`src/rtl/cwp_pkg.sv`:
```
package cwp_pkg;
   typedef enum logic [1:0] {
      CWP_W8  = 2'b00,
      CWP_W10 = 2'b01,
      CWP_W12 = 2'b10,
      CWP_W14 = 2'b11
   } cwp_mode_e;

   localparam int CWP_MODES = 4;
endpackage

```
`src/rtl/cwp_mode_hold.sv`:
```
module cwp_mode_hold
   import cwp_pkg::*;
(
   input  logic      clk,
   input  logic      rst,
   input  logic      sof_clr,
   input  logic [1:0] mode_in,
   output cwp_mode_e mode_q
);
   always_ff @(posedge clk) begin
      if (rst || sof_clr) mode_q <= cwp_mode_e'(mode_in);
   end
endmodule

```
`src/rtl/cwp_sample_fmt.sv`:
```
module cwp_sample_fmt
   import cwp_pkg::*;
#(
   parameter int DATA_W = 14,
   parameter int HALF_W = 16,
   parameter int BASE_W = 8,
   parameter int STEP_W = 2
) (
   input  cwp_mode_e         mode,
   input  logic [DATA_W-1:0] data,
   output logic [HALF_W-1:0] half
);
   logic [HALF_W-1:0] fmt [CWP_MODES];

   for (genvar m = 0; m < CWP_MODES; m++) begin : g_mode
      localparam int W = BASE_W + STEP_W * m;
      if (W > DATA_W || W > HALF_W) begin : g_bad
         $error("cwp_sample_fmt: mode width exceeds bus or halfword");
      end
      assign fmt[m] = HALF_W'(data[W-1:0]);
   end

   always_comb half = fmt[mode];
endmodule

```
`src/rtl/cwp_lane_seq.sv`:
```
module cwp_lane_seq #(
   parameter int LANES = 4,
   localparam int CNT_W = $clog2(LANES)
) (
   input  logic             clk,
   input  logic             rst,
   input  logic             clr,
   input  logic             take,
   input  logic             wide,
   output logic [CNT_W-1:0] cnt,
   output logic             last
);
   localparam logic [CNT_W-1:0] LAST_NARROW = CNT_W'(LANES - 1);
   localparam logic [CNT_W-1:0] LAST_WIDE   = CNT_W'(LANES / 2 - 1);

   always_comb last = wide ? (cnt == LAST_WIDE) : (cnt == LAST_NARROW);

   always_ff @(posedge clk) begin
      if (rst || clr)  cnt <= '0;
      else if (take)   cnt <= last ? '0 : cnt + 1'b1;
   end
endmodule

```
`src/rtl/cwp_word_asm.sv`:
```
module cwp_word_asm #(
   parameter int LANE_W = 8,
   parameter int LANES  = 4,
   localparam int HALF_W = 2 * LANE_W,
   localparam int WORD_W = LANES * LANE_W,
   localparam int CNT_W  = $clog2(LANES)
) (
   input  logic              clk,
   input  logic              rst,
   input  logic              take,
   input  logic              wide,
   input  logic              last,
   input  logic [CNT_W-1:0]  cnt,
   input  logic [HALF_W-1:0] half,
   output logic [WORD_W-1:0] word_out,
   output logic              word_valid
);
   logic [WORD_W-1:0] acc;
   logic [WORD_W-1:0] merged;

   for (genvar b = 0; b < LANES; b++) begin : g_lane
      logic              sel;
      logic [LANE_W-1:0] dat;
      assign sel = wide ? (cnt == CNT_W'(b / 2)) : (cnt == CNT_W'(b));
      assign dat = wide ? half[(b % 2) * LANE_W +: LANE_W] : half[LANE_W-1:0];
      assign merged[b*LANE_W +: LANE_W] = (take && sel) ? dat : acc[b*LANE_W +: LANE_W];
   end

   always_ff @(posedge clk) begin
      if (rst) begin
         acc        <= '0;
         word_out   <= '0;
         word_valid <= 1'b0;
      end else begin
         acc        <= merged;
         word_valid <= take && last;
         if (take && last) word_out <= merged;
      end
   end
endmodule

```
`src/rtl/cam_word_packer.sv`:
```
module cam_word_packer
   import cwp_pkg::*;
#(
   parameter int DATA_W = 14,
   parameter int LANE_W = 8,
   parameter int LANES  = 4,
   parameter int STEP_W = 2,
   localparam int HALF_W = 2 * LANE_W,
   localparam int WORD_W = LANES * LANE_W,
   localparam int CNT_W  = $clog2(LANES)
) (
   input  logic              clk,
   input  logic              rst,
   input  logic              sof_clr,
   input  logic [1:0]        mode_in,
   input  logic              pix_valid,
   input  logic [DATA_W-1:0] pix_data,
   output logic [WORD_W-1:0] word_out,
   output logic              word_valid
);
   if (LANES != 4) begin : g_bad_lanes
      $error("cam_word_packer: LANES must be 4 (four bytes or two halfwords)");
   end
   if (LANE_W + 3 * STEP_W != DATA_W) begin : g_bad_width
      $error("cam_word_packer: widest mode must equal DATA_W");
   end
   if (DATA_W > HALF_W) begin : g_bad_half
      $error("cam_word_packer: DATA_W exceeds halfword");
   end

   cwp_mode_e         mode_q;
   logic              take;
   logic              wide;
   logic              last;
   logic [CNT_W-1:0]  cnt;
   logic [HALF_W-1:0] half;

   assign take = pix_valid && !sof_clr;
   assign wide = (mode_q != CWP_W8);

   cwp_mode_hold u_mode (
      .clk(clk), .rst(rst), .sof_clr(sof_clr), .mode_in(mode_in), .mode_q(mode_q)
   );

   cwp_sample_fmt #(
      .DATA_W(DATA_W), .HALF_W(HALF_W), .BASE_W(LANE_W), .STEP_W(STEP_W)
   ) u_fmt (
      .mode(mode_q), .data(pix_data), .half(half)
   );

   cwp_lane_seq #(.LANES(LANES)) u_seq (
      .clk(clk), .rst(rst), .clr(sof_clr), .take(take), .wide(wide),
      .cnt(cnt), .last(last)
   );

   cwp_word_asm #(.LANE_W(LANE_W), .LANES(LANES)) u_asm (
      .clk(clk), .rst(rst), .take(take), .wide(wide), .last(last), .cnt(cnt),
      .half(half), .word_out(word_out), .word_valid(word_valid)
   );
endmodule

```
`config.mk`:
```
export PLATFORM = sky130hd
export DESIGN_NAME = cam_word_packer
export DESIGN_NICKNAME = d
export VERILOG_FILES = /design/src/rtl/cwp_pkg.sv /design/src/rtl/cwp_mode_hold.sv /design/src/rtl/cwp_sample_fmt.sv /design/src/rtl/cwp_lane_seq.sv /design/src/rtl/cwp_word_asm.sv /design/src/rtl/cam_word_packer.sv
export SDC_FILE = /design/constraint.sdc
export NUM_CORES = 1
export LEC_CHECK = 0
export BUFFER_PORTS_ARGS = -buffer_cell sky130_fd_sc_hd__buf_2
export CAP_MARGIN = 25
export CORE_ASPECT_RATIO = 0.5
export CORE_MARGIN = 5
export CORE_UTILIZATION = 53
export DETAILED_ROUTE_END_ITERATION = 6
export PLACE_DENSITY = 0.78
export SETUP_SLACK_MARGIN = 0.02
export SYNTH_ARGS = -nofsm -noshare
export SYNTH_HDL_FRONTEND = slang
export SYNTH_SLANG_ARGS = --single-unit
```
`constraint.sdc`:
```
create_clock -name clk -period 2.17 [get_ports clk]
set_input_delay 0.1085 -clock clk [delete_from_list [all_inputs] [get_ports clk]]
set_output_delay 0.1085 -clock clk [all_outputs]
set_load 0.005 [all_outputs]
```
==> results.cfg, run 1 <==
[run_status]
status = finished, final reports clean

[setup_path]
crit_type = reg -> reg
crit_required_ns = 2.43
crit_path_top_delay_cell = or3b_4
start_kind = flip-flop
path_buf_inv = 1
crit_path_end_kind = flip-flop
r2r_end = u_asm.word_out[9]
r2r_cells = 6
cp.arrival_ns = 2.15
cp_max_fo = 11
regToRegStartpoint = u_seq.cnt[1]
cpPeakStageDelay_ns = 0.46
crit_family = compound AO/OA/AOI/OAI gates
r2r_slack_ns = 0.28
worstPathCellList = inv_1 > ha_1 > or3b_4 > a21oi_4 > o22ai_1 > o21ai_1

[timing]
layout_setup_ws_ns = 0.281
tightest_slew_ns = 0.539
slew_headroom_pct = 64.0
fin_skew_ns = 0.00573
period_needed_ns = 1.89
fin_crit_sh_pct = 87.0
clock.fmax_mhz = 529
setup_viol = 0
finalHoldViolations = 0
tns_ns = 0
rsz0062_at_grt = no
maxSlewViolCount = 0

[drt]
wl_per_cell_um = 14.7
dr.pass1.iters = 5
postRouteAntennaNets = 0
met1Wirelength_mm = 2.65
routed_via_density = 5.48
met2_length_mm = 2.44
dr.first_iter.drc_count = 106
drc = 0
maxUsedRoutingLayer = met4
vias = 2051
wl_mm = 5.51
wl_met3_um = 309

[die]
io_pins = 53
rows = 17
fp.dieArea_um2 = 6200
design.core.area_um2 = 4450
die-width_um = 106
initial_core_util_pct = 55.5
die_y_um = 58.2

[layout]
fillCellCount = 363
area.sequential_um2 = 1240
syn_to_final_growth_pct = 19.9
final_cells = 374
layout.nets = 337
antenna_cells = 0
multi_input_area_um2 = 1090
final_layout_size_suffix_gt1_share_pct = 24.9
finalInstanceArea_um2 = 2960

[synthesis]
synth_cells = 262
synth_edf_count = 2
synth_nets = 286
ys_types = 33
ys_seq_area_share_pct = 50.3
avgSynthCellArea_um2 = 9.42
synth_warnings = 0
ys_top_cells_by_area = dfxtp_1 48%, nor2_1 7.3%, a211oi_1 6.7%
synthDominantCellAreaShare_pct = 47.9
synthFlopType = dfxtp_1
synth_area_um2 = 2470
async_flop_share_pct = 0
synth_top_cell_by_area = dfxtp_1
ys_ff_latch = 61

[global_routing]
grt_antenna_before_repair = 0
grt_pass1_wl_mm = 8.98
grt_overflow = 0
grt_pass1_vias = 1948
grt_start_max_net_pins = 57
grt.total_usage_pct = 18.6

[clocking]
htree_levels = 3
clockBufferDepth = 2
cts-root-buf = clkbuf_8
cts_buffers = 9
insertion_delay_ns = 0.33
post_cts.repair.setup_buffers = 0
hold_buffers = 2
cts_tree = built
path_clk_slew_ns = 0.07
cts_sinks = 61
cts_resized = 0

[placement]
dp_cells = 357
placed_area_um2 = 2750
place_congestion = 0.795
dp_hpwl_mm = 3.85
pre_cts_ws_ns = 0.311
io_buffer_count = 52

[run]
maxCapViolCount = 0

[pwr]
finalPower_mw = 2.35
pwr_density_cell_nw_per_um2 = 796
ir_drop_uv = 507
p_leak_nw = 1.27

[min_path]
min_to = u_asm.word_out[31]
hold_path_depth = 3
hold_class = in -> reg
min_from = pix_data[7]
==> cell families (layout without fill, tap and decap cells) <==
kind of cell	Yosys count	after routing	share of synthesized area (%)
fa+ha+maj	4	4	2.03
mux	16	16	6.49
simple gates	89	89	17.1
buf+inv	27	82	5.43
flops	61	61	50.3
compound gates	65	65	18.7
==> worst min-delay path, cell delays in order <==
cell     delay [ns]
buf_2          0.13
nand3_1        0.07
a21oi_1        0.05
==> power by group <==
group,leakage [nW],switching (mW),total [mW],internal [mW]
sequential,0.498,0.0234,1.18,1.16
clock,0.0992,0.416,0.969,0.553
combinational,0.677,0.121,0.204,0.0830
total,1.27,0.560,2.35,1.79
==> worst max-delay path by stage <==
stage	cells past startpoint	slack, ns	to	from
2_1_floorplan	7	0.52	u_asm.acc[10]	u_seq.cnt[1]
3_3_place_gp	5	0.40	u_asm.acc[11]	u_seq.cnt[0]
3_5_place_dp	6	0.31	u_asm.word_out[9]	u_seq.cnt[1]
4_1_cts	6	0.30	u_asm.word_out[9]	u_seq.cnt[1]
5_1_grt	6	0.11	u_asm.word_out[9]	u_seq.cnt[1]
6_report	6	0.28	u_asm.word_out[9]	u_seq.cnt[1]
==> through the flow <==
stage	util [%]	hold slack, ns
finish	66.6	0.0787
floorplan	-	0.207
detailed placement	61.8	0.287
global placement	61.8	0.291
CTS	66.6	0.0667
global route	66.6	0.0891
==> registers in the layout, summed over array words and instances, names as in the netlist <==
name,cells
u_asm.word_out,32
u_mode.mode_q,2
u_seq.cnt,2
u_asm.word_valid,1
u_asm.acc,24
==> routing by layer <==
layer | vias to the layer above | global-route usage [%]
li1 | 1022 | -
met1 | 963 | 23.3
met2 | 54 | 29.3
met3 | 12 | 6.79
met4 | 0 | 8.01
met5 | - | 0
==> synthesized netlist by cell type (3+ instances only) <==
| library cell | count |
|---|---|
| o211ai_1 | 4 |
| a31oi_1 | 4 |
| buf_2 | 5 |
| nand2_1 | 14 |
| dfxtp_1 | 59 |
| inv_1 | 7 |
| nor2_1 | 48 |
| a211oi_1 | 22 |
| o21a_1 | 6 |
| mux2i_1 | 16 |
| a21oi_1 | 9 |
| nor3b_1 | 3 |
| nand3b_1 | 4 |
| ha_1 | 4 |
| nand2b_1 | 3 |
| o21ai_1 | 3 |
| o22ai_1 | 4 |
| o21ai_0 | 6 |
| clkbuf_1 | 9 |
| nor4b_1 | 4 |
| buf_4 | 5 |
| nand3_1 | 8 |
==> area by class of cell <==
cell class	instances	area share, %
Multi-Input combinational cell	174	36.9
Clock buffer	11	4.78
Clock inverter	4	1.65
Inverter	7	0.888
Sequential cell	61	41.9
Timing Repair Buffer	60	11.4
Tap cell	57	2.41
==> cell usage in the layout (no fill, tap or decap), types with 5 or more instances in the layout <==
cell type  Yosys  final
buf_4          5      5
clkbuf_8       0     10
nor2_1        48     48
inv_1          7      7
o21a_1         6      6
a211oi_1      22     22
a21oi_1        9      9
o21ai_0        6      6
mux2i_1       16     16
nand3_1        8      8
dfxtp_1       59     59
nand2_1       14     14
buf_2          5     52
Power figures use the tool's default switching activity.
==> run 2, diff against run 1 <==
--- a/config.mk
+++ b/config.mk
@@ -8,5 +8,5 @@
 export BUFFER_PORTS_ARGS = -buffer_cell sky130_fd_sc_hd__buf_2
 export CAP_MARGIN = 25
-export CORE_ASPECT_RATIO = 0.5
+export CORE_ASPECT_RATIO = 1.1
 export CORE_MARGIN = 5
 export CORE_UTILIZATION = 53
==> constraint.sdc (replaced) <==
create_clock -name clk -period 2.17 [get_ports clk]
set_input_delay 0.434 -clock clk [delete_from_list [all_inputs] [get_ports clk]]
set_output_delay 0.434 -clock clk [all_outputs]
set_load 0.005 [all_outputs]
==> results.cfg, run 2 (synthesis gave the netlist of run 1 again) <==
[layout]
largest_register_ffs = 32
antenna_cells = 0
layout.nets = 336
final_cell_mix = 59 x dfxtp_1, 52 x buf_2, 48 x nor2_1
reg_top3 = u_asm.word_out (32), u_asm.acc (24)
final_layout_size_suffix_gt1_share_pct = 25.6
syn_to_final_growth_pct = 19.7
top_register = u_asm.word_out
final_common_cell = dfxtp_1

[clocking]
post_cts.repair.setup_buffers = 0
cts_tree = built
hold_buffers = 0
cts_buffers = 9
path_clk_slew_ns = 0.06
cts_sinks = 61
cts_resized = 0
insertion_delay_ns = 0.34
htree_levels = 3
clockBufferDepth = 2
cts-root-buf = clkbuf_8

[run_status]
status = finished, final reports clean

[drt]
drc = 0
vias = 1967
wl_per_cell_um = 14.2
dr.first_iter.drc_count = 112
dr.pass1.iters = 4
postRouteAntennaNets = 0
routed_via_density = 5.27
wl_mm = 5.30

[timing]
fin_skew_ns = 0.00632
tns_ns = 0
rsz0062_at_grt = no
fin_hold_ws_ns = 0.273
maxSlewViolCount = 0
tightest_slew_ns = 0.584
clock.fmax_mhz = 523
slew_headroom_pct = 61.1
period_needed_ns = 1.91
setup_viol = 0
fin_crit_sh_pct = 88.1
finalHoldViolations = 0

[global_routing]
grt_start_max_net_pins = 29
grt.total_usage_pct = 19.1
grt_pass1_vias = 1949
grt_pass1_wl_mm = 8.80
grt_antenna_before_repair = 0
grt_overflow = 0

[die]
initial_core_util_pct = 53.8
fp.dieArea_um2 = 6120
die-width_um = 75.1
rows = 26
io_pins = 53
die_y_um = 81.6
design.core.area_um2 = 4590

[setup_path]
r2r_end = u_asm.word_out[13]
worstSetupEndpoint = u_asm.word_out[13]
r2r_cells = 6
start_kind = flip-flop
crit_type = reg -> reg
crit_path_end_kind = flip-flop
crit_required_ns = 2.43
critPathLaunch = u_seq.cnt[1]
regToRegStartpoint = u_seq.cnt[1]
r2r_slack_ns = 0.26
cp_max_fo = 11
cp.arrival_ns = 2.17

[run]
maxCapViolCount = 0

[pwr]
pwr_density_cell_nw_per_um2 = 820
p_leak_nw = 1.28
ir_drop_uv = 633

[placement]
place_congestion = 0.792
dp_hpwl_mm = 3.77
io_buffer_count = 52

[min_path]
hold_class = in -> reg
hold_path_depth = 1
## run 2: how the worst min path moves through the flow
stage | startpoint | end | slack, ns
2_1_floorplan | u_asm.word_out[12] | u_asm.word_out[12] | 0.45
3_3_place_gp | u_asm.word_out[13] | u_asm.word_out[13] | 0.44
3_5_place_dp | u_asm.word_out[13] | u_asm.word_out[13] | 0.44
4_1_cts | mode_in[1] | u_mode.mode_q[1] | 0.26
5_1_grt | mode_in[0] | u_mode.mode_q[0] | 0.26
6_report | mode_in[1] | u_mode.mode_q[1] | 0.27
## run 2: stage by stage
| stage | setup slack (ns) | utilization (%) | area (µm²) | instances | power, mW |
|---|---|---|---|---|---|
| detailed placement | 0.301 | 59.8 | 2740 | 357 | 1.40 |
| finish | 0.258 | 64.4 | 2950 | 373 | 2.42 |
| floorplan | 0.521 | - | 2470 | 262 | 1.34 |
| global placement | 0.340 | 59.8 | 2740 | 357 | 1.40 |
| CTS | 0.260 | 64.4 | 2950 | 373 | 2.44 |
| global route | 0.0995 | 64.4 | 2950 | 373 | 2.52 |
## run 2: worst max-delay path, stage by stage, from the launching register on
cell      delay [ns]
dfxtp_1         0.34
inv_1           0.08
ha_1            0.36
or3b_4          0.46
a21oi_4         0.29
o211ai_1        0.13
a21oi_1         0.18
## run 2: where the power goes
part	switching, mW	leakage (nW)	internal (mW)
Clock	0.426	0.106	0.623
Sequential	0.0277	0.498	1.16
Combinational	0.110	0.672	0.0792
## run 2: cell type report
cell class	count	area, µm²
Clock inverter	3	42.5
Fill cell	397	1630
Timing Repair Buffer	59	313
Sequential cell	61	1240
Multi-Input combinational cell	174	1090
Clock buffer	13	169
Tap cell	56	70.1
Inverter	7	26.3
## run 2: metal layers
metal,routed length [µm],track usage (%),part of all wire [%]
met5,0,0,0
met4,87,7.12,1.6
met3,336,7.59,6.3
met2,2530,31.3,48
met1,2340,22.4,44
